File: config.mk
export PLATFORM = sky130hd
export DESIGN_NAME = usb_irq_flags
export DESIGN_NICKNAME = d
export VERILOG_FILES = /design/src/rtl/usb_irq_pkg.sv /design/src/rtl/usb_irq_sticky_bit.sv /design/src/rtl/usb_irq_live_bit.sv /design/src/rtl/usb_irq_mask_gen.sv /design/src/rtl/usb_irq_flags.sv
export SDC_FILE = /design/constraint.sdc
export NUM_CORES = 1
export LEC_CHECK = 0
export ABC_CLOCK_PERIOD_IN_PS = 2200
export BUFFER_PORTS_ARGS = -buffer_cell sky130_fd_sc_hd__buf_2
export CAP_MARGIN = 20
export CELL_PAD_IN_SITES_DETAIL_PLACEMENT = 1
export CELL_PAD_IN_SITES_GLOBAL_PLACEMENT = 1
export CORE_MARGIN = 4
export CORE_UTILIZATION = 33
export CTS_BUF_LIST = sky130_fd_sc_hd__clkbuf_4 sky130_fd_sc_hd__clkbuf_8
export DETAILED_ROUTE_END_ITERATION = 8
export GPL_TIMING_DRIVEN = 0
export PLACE_DENSITY_LB_ADDON = 0.1
export SYNTH_ARGS = -nofsm -noshare
export SYNTH_HDL_FRONTEND = slang
export SYNTH_SLANG_ARGS = --single-unit
File: constraint.sdc
create_clock -name clk -period 2.2 [get_ports clk]
set_input_delay 0.44 -clock clk [delete_from_list [all_inputs] [get_ports clk]]
set_output_delay 0.44 -clock clk [all_outputs]
set_load 0.03 [all_outputs]
File: src/rtl/usb_irq_pkg.sv
// Package: usb_irq_pkg
// Shared layout of the interrupt flag word. The bit positions are fixed
// because software decodes them; everything else is derived here.
package usb_irq_pkg;
    localparam int unsigned FLAG_W   = 8;
    localparam int unsigned EVT_CNT  = 3;
    localparam int unsigned TXBUF_N  = 2;

    // Sticky event flag positions: bus reset, transmit request, setup done
    localparam int unsigned POS_BUS_RESET = 7;
    localparam int unsigned POS_RX_FULL   = 6;
    localparam int unsigned POS_TX_REQ    = 5;
    localparam int unsigned POS_TX_FREE   = 4;
    localparam int unsigned POS_SETUP     = 3;
    localparam int unsigned RSVD_HI       = 2;

    localparam int unsigned EVT_POS [EVT_CNT] = '{POS_BUS_RESET, POS_TX_REQ, POS_SETUP};

    // Power-on value of the flag word: only the transmit-free bit is 1
    localparam logic [FLAG_W-1:0] FLAG_RST = FLAG_W'(1) << POS_TX_FREE;
    localparam logic [FLAG_W-1:0] EN_RST   = '0;
endpackage

File: src/rtl/usb_irq_sticky_bit.sv
// Module: usb_irq_sticky_bit
// One software-clearable event flag. A set pulse raises it; a clear
// request drops it; a set in the same cycle as a clear wins.
// Assumes set_i is a synchronous pulse from the protocol core.
module usb_irq_sticky_bit (
    input  logic clk,
    input  logic rst_n,
    input  logic set_i,
    input  logic clr_i,
    output logic q_o
);
    logic q_r;

    // Flag storage with set-over-clear priority
    always_ff @(posedge clk) begin
        if (!rst_n)       q_r <= 1'b0;
        else if (set_i)   q_r <= 1'b1;
        else if (clr_i)   q_r <= 1'b0;
    end

    assign q_o = q_r;

    assert_set_wins_R4: assert property (@(posedge clk) disable iff (!rst_n)
        set_i |=> q_o);
    assert_clear_R3: assert property (@(posedge clk) disable iff (!rst_n)
        (clr_i && !set_i) |=> !q_o);
    assert_sticky_R2: assert property (@(posedge clk) disable iff (!rst_n)
        (!set_i && !clr_i) |=> $stable(q_o));
endmodule

File: src/rtl/usb_irq_live_bit.sv
// Module: usb_irq_live_bit
// Registered copy of a FIFO status condition, formed as the OR of SRC_N
// source lines. It is read-only to software and has a fixed reset value.
// Assumes the sources are synchronous to clk.
module usb_irq_live_bit #(
    parameter int unsigned SRC_N   = 1,
    parameter logic        RST_VAL = 1'b0
) (
    input  logic             clk,
    input  logic             rst_n,
    input  logic [SRC_N-1:0] src_i,
    output logic             q_o
);
    logic q_r;

    // Capture the OR of the sources each cycle
    always_ff @(posedge clk) begin
        if (!rst_n) q_r <= RST_VAL;
        else        q_r <= |src_i;
    end

    assign q_o = q_r;

    assert_live_follow_R5: assert property (@(posedge clk) disable iff (!rst_n)
        (src_i == '0) |=> !q_o);
endmodule

File: src/rtl/usb_irq_mask_gen.sv
// Module: usb_irq_mask_gen
// Enable register and registered interrupt request. The request is high
// when any flag bit is 1 and its enable bit is also 1.
// Assumes flag_i comes from registers in the same clock domain.
module usb_irq_mask_gen #(
    parameter int unsigned W = 8
) (
    input  logic         clk,
    input  logic         rst_n,
    input  logic         wr_i,
    input  logic [W-1:0] wdata_i,
    input  logic [W-1:0] flag_i,
    output logic [W-1:0] en_o,
    output logic         irq_o
);
    logic [W-1:0] en_r;
    logic         irq_r;

    // Enable register: full-width write
    always_ff @(posedge clk) begin
        if (!rst_n)    en_r <= usb_irq_pkg::EN_RST;
        else if (wr_i) en_r <= wdata_i;
    end

    // Registered level request from the masked flags
    always_ff @(posedge clk) begin
        if (!rst_n) irq_r <= 1'b0;
        else        irq_r <= |(flag_i & en_r);
    end

    assign en_o  = en_r;
    assign irq_o = irq_r;

    assert_en_store_R8: assert property (@(posedge clk) disable iff (!rst_n)
        wr_i |=> (en_o == $past(wdata_i)));
    assert_irq_level_R9: assert property (@(posedge clk) disable iff (!rst_n)
        1'b1 |=> (irq_o == |($past(flag_i) & $past(en_o))));
endmodule

File: src/rtl/usb_irq_flags.sv
// Module: usb_irq_flags (top)
// Interrupt flag word of a USB device-function controller: three sticky
// event flags, two live FIFO status bits and three reserved zero bits.
// Software clears sticky flags by writing 0 to them and 1 elsewhere. An
// enable register masks the flags into one registered level interrupt.
// Assumes all inputs are synchronous to clk.
module usb_irq_flags
    import usb_irq_pkg::*;
(
    input  logic                clk,
    input  logic                rst_n,
    input  logic                evt_bus_reset_i,
    input  logic                evt_tx_request_i,
    input  logic                evt_setup_done_i,
    input  logic                rx_fifo_full_i,
    input  logic [TXBUF_N-1:0]  tx_buf_free_i,
    input  logic                cpu_wr_flag_i,
    input  logic                cpu_wr_en_i,
    input  logic [FLAG_W-1:0]   cpu_wdata_i,
    output logic [FLAG_W-1:0]   flag_rdata_o,
    output logic [FLAG_W-1:0]   en_rdata_o,
    output logic                irq_o,
    output logic                nack_required_o
);
    logic [EVT_CNT-1:0] evt_set;
    logic [EVT_CNT-1:0] evt_clr;
    logic [EVT_CNT-1:0] evt_q;
    logic               rx_full_q;
    logic               tx_free_q;
    logic [FLAG_W-1:0]  flag_word;

    // Event pulses in the order of EVT_POS
    assign evt_set[0] = evt_bus_reset_i;
    assign evt_set[1] = evt_tx_request_i;
    assign evt_set[2] = evt_setup_done_i;

    // One sticky cell per event; a written 0 at its position clears it
    for (genvar g = 0; g < EVT_CNT; g++) begin : g_evt
        assign evt_clr[g] = cpu_wr_flag_i && !cpu_wdata_i[EVT_POS[g]];
        usb_irq_sticky_bit u_bit (
            .clk   (clk),
            .rst_n (rst_n),
            .set_i (evt_set[g]),
            .clr_i (evt_clr[g]),
            .q_o   (evt_q[g])
        );
    end

    usb_irq_live_bit #(.SRC_N(1), .RST_VAL(1'b0)) u_rx_full (
        .clk   (clk),
        .rst_n (rst_n),
        .src_i (rx_fifo_full_i),
        .q_o   (rx_full_q)
    );

    usb_irq_live_bit #(.SRC_N(TXBUF_N), .RST_VAL(FLAG_RST[POS_TX_FREE])) u_tx_free (
        .clk   (clk),
        .rst_n (rst_n),
        .src_i (tx_buf_free_i),
        .q_o   (tx_free_q)
    );

    // Assemble the readable flag word; reserved bits stay 0
    always_comb begin
        flag_word = '0;
        for (int i = 0; i < EVT_CNT; i++) flag_word[EVT_POS[i]] = evt_q[i];
        flag_word[POS_RX_FULL] = rx_full_q;
        flag_word[POS_TX_FREE] = tx_free_q;
    end

    usb_irq_mask_gen #(.W(FLAG_W)) u_mask (
        .clk     (clk),
        .rst_n   (rst_n),
        .wr_i    (cpu_wr_en_i),
        .wdata_i (cpu_wdata_i),
        .flag_i  (flag_word),
        .en_o    (en_rdata_o),
        .irq_o   (irq_o)
    );

    assign flag_rdata_o    = flag_word;
    assign nack_required_o = evt_q[1];

    assert_reset_value_R1: assert property (@(posedge clk)
        !rst_n |=> (flag_rdata_o == FLAG_RST && en_rdata_o == EN_RST && !irq_o));
    assert_reserved_zero_R7: assert property (@(posedge clk) disable iff (!rst_n)
        flag_rdata_o[RSVD_HI:0] == '0);
    assert_rx_mirror_R5: assert property (@(posedge clk) disable iff (!rst_n)
        1'b1 |=> (flag_rdata_o[POS_RX_FULL] == $past(rx_fifo_full_i)));
    assert_tx_free_or_R6: assert property (@(posedge clk) disable iff (!rst_n)
        1'b1 |=> (flag_rdata_o[POS_TX_FREE] == |$past(tx_buf_free_i)));
    assert_nack_on_req_R10: assert property (@(posedge clk) disable iff (!rst_n)
        evt_tx_request_i |=> nack_required_o);
    assert_event_sets_R2: assert property (@(posedge clk) disable iff (!rst_n)
        evt_bus_reset_i |=> flag_rdata_o[POS_BUS_RESET]);
endmodule

==> impl_results.md <==
* DR vias at 497
* Hold_buf cts at 0
* Synthesized area at around 580 um2
* Core ar. at around 1600 um2
* CTS max path bufs at 2
* Leak at roughly 0.00042 uW
* Total GRT Usage at 0.116
* CTS Sinks at 14
* P_sw at approximately 160 uW
* Fin crit period at roughly 1.4 ns
* Diodes inserted at 0
* Distinct cell type count after synthesis at 15
* Chip height at about 50 um
* Endpoints failing hold at 0
* Power density over the cells at ~730 nW/um2
* Syn_area_per_cell at approximately 10 um2
* Nets at between 100 and 150
* Post-DRT Antenna Nets at 0
* Chip width at 50.0 um
* Peak VDD IR at roughly 0.00034 V
* Worst-path clk slew at about 0.090 ns
* Ratio of cells with drive above 1 in the final layout at 0.484
* RSZ-0062 raised after global routing: false
* Layout area overhead at 37.6%
* Final setup fails at 0
* Fin area at 801 um2
* Critical path peak fanout at 3
* Total gr overflow at 0
* Largest net degree at the start of global routing at 11
* Die ar. at about 2500 um2
* Initial DRC count at 4
* Min-delay worst type: in2reg
* Crit start category: flip-flop
* Net Sw Frac at 0.278
* Final setup TNS at 0 ns
* Seq pwr share at 0.479
* Post-CTS Setup Repair Bufs at 0
* Root Driver: clkbuf_4
* Vias in the first global route at roughly 470
* First-pass GRT wire length at roughly 2100 um
* Placer Congestion at about 0.64
* I/O pins at 36
* Worst-skew pair later-pin latency at between 0.2 and 0.3 ns
* Seq/Total Area, Yosys at 0.482
* Status: finished, final reports clean
* CP arrival at about 0.96 ns
* Slew Viols, Final at 0
* Max Cap Viol at 0
* CTS tree: built
* Comb power frac at 0.207
* Final setup skew at 0.00292 ns
* Row count at 14
* Clock power frac at 0.314
* Synth Register Bits at 14
* CTS resizes at 0
* P_int at approximately 420 uW
* Final Cycle Share at 0.639
* Hpwl dp at 1120 um
* Fmax at about 700 MHz
* Req. time, crit path at between 1.5 and 2 ns
* Cell Area, Placed at 764 um2
* Final WL at 1420 um
* I/O Buffers at 31
* Worst Setup Path Type: reg2out
* DR DRC count at 0
* Initial core utilization at 0.369
* H-tree Lvls at 1
* Syn Inst Count at 56
* Detailed Routing Iterations Pass 1 at 4
* CTS Buf Count at 3
* WL/cell at ~13 um
* Yosys warnings at 0
* Crit path capture type: primary output
* Initial antenna violation count at 0
* Vias per cell at 4.56
==> power groups by stage <==
stage | logic [uW] | clock network (uW) | registers (uW)
global placement | 119 | 0 | 284
floorplan | 60.7 | 0 | 306
CTS | 122 | 192 | 279
detailed placement | 122 | 0 | 285
finish | 121 | 183 | 279
global route | 130 | 203 | 282
==> Yosys cell counts, drive strengths merged <==
library cell | number | area, um2
dfxtp | 14 | 280
nor2b | 11 | 68.8
buf | 10 | 76.3
mux2i | 8 | 80.1
a21oi | 3 | 15.0
nand2b | 3 | 18.8
a21boi | 1 | 7.51
a222oi | 1 | 10.0
a22oi | 1 | 7.51
and2 | 1 | 6.26
conb | 1 | 3.75
nand2 | 1 | 3.75
nor2 | 1 | 3.75
==> cell type report <==
type | instances | area, um2
well taps | 16 | 20.0
flip-flops and latches | 14 | 280
plain buffers | 10 | 76.3
fillers | 201 | 776
clock buffers | 4 | 36.3
multi-input cells | 34 | 233
repair buffers | 31 | 155
==> per-stage QoR <==
step | util | setup WS [ns] | instances | hold slack [ns] | total power (uW)
2_1_floorplan | - | 1.02 | 58 | 0.497 | 367
3_3_place_gp | 0.485 | 1.12 | 105 | 0.494 | 403
3_5_place_dp | 0.485 | 1.12 | 105 | 0.505 | 406
4_1_cts | 0.508 | 0.774 | 109 | 0.337 | 594
5_1_grt | 0.508 | 0.728 | 109 | 0.338 | 614
6_report | 0.508 | 0.795 | 109 | 0.345 | 583
==> worst paths after layout <==
| path | cells after the start | endpoint | startpoint | slack, ns |
|---|---|---|---|---|
| max | 2 | flag_rdata_o[3] | g_evt[2].u_bit.q_o | 0.80 |
| min reg2reg | 2 | u_mask.en_o[2] | u_mask.en_o[2] | 0.52 |
| max reg2reg | 2 | u_mask.irq_o | g_evt[1].u_bit.q_o | 1.29 |
| min | 3 | u_tx_free.q_o | tx_buf_free_i[0] | 0.34 |
==> critical path, cell delays in order, from the launching register on <==
cell     delay, ns
dfxtp_1       0.38
buf_4         0.12
buf_2         0.19
==> layout by cell type (no fill, tap or decap), drive strengths merged <==
master / n
clkbuf: 4
buf: 41
nand2: 1
dfxtp: 14
mux2i: 8
nand2b: 3
a22oi: 1
a222oi: 1
a21boi: 1
a21oi: 3
and2: 1
nor2: 1
nor2b: 11
conb: 3
==> sequential cells by signal, summed over array words and instances (netlist names) <==
name / flops
u_mask.en_o: 8
u_mask.irq_o: 1
u_rx_full.q_o: 1
u_tx_free.q_o: 1
g_evt.u_bit.q_o: 3
==> layer usage <==
metal  share of wire  vias to the layer above  track usage
li1                -                      248            -
met1            0.38                      228        0.116
met2            0.55                       19        0.217
met3           0.065                        2       0.0301
met4          0.0056                        0       0.0553
met5               0                        -            0
==> cell families after synthesis <==
kind of cell | after synthesis | share of synthesized area
other | 1 | 0.00645
muxes | 8 | 0.138
and+or+nand+nor | 17 | 0.174
buffers and inverters | 10 | 0.131
DFF | 14 | 0.482
AOI/OAI and AO/OA | 6 | 0.0688
No activity file was read; power rests on OpenSTA's default activity.
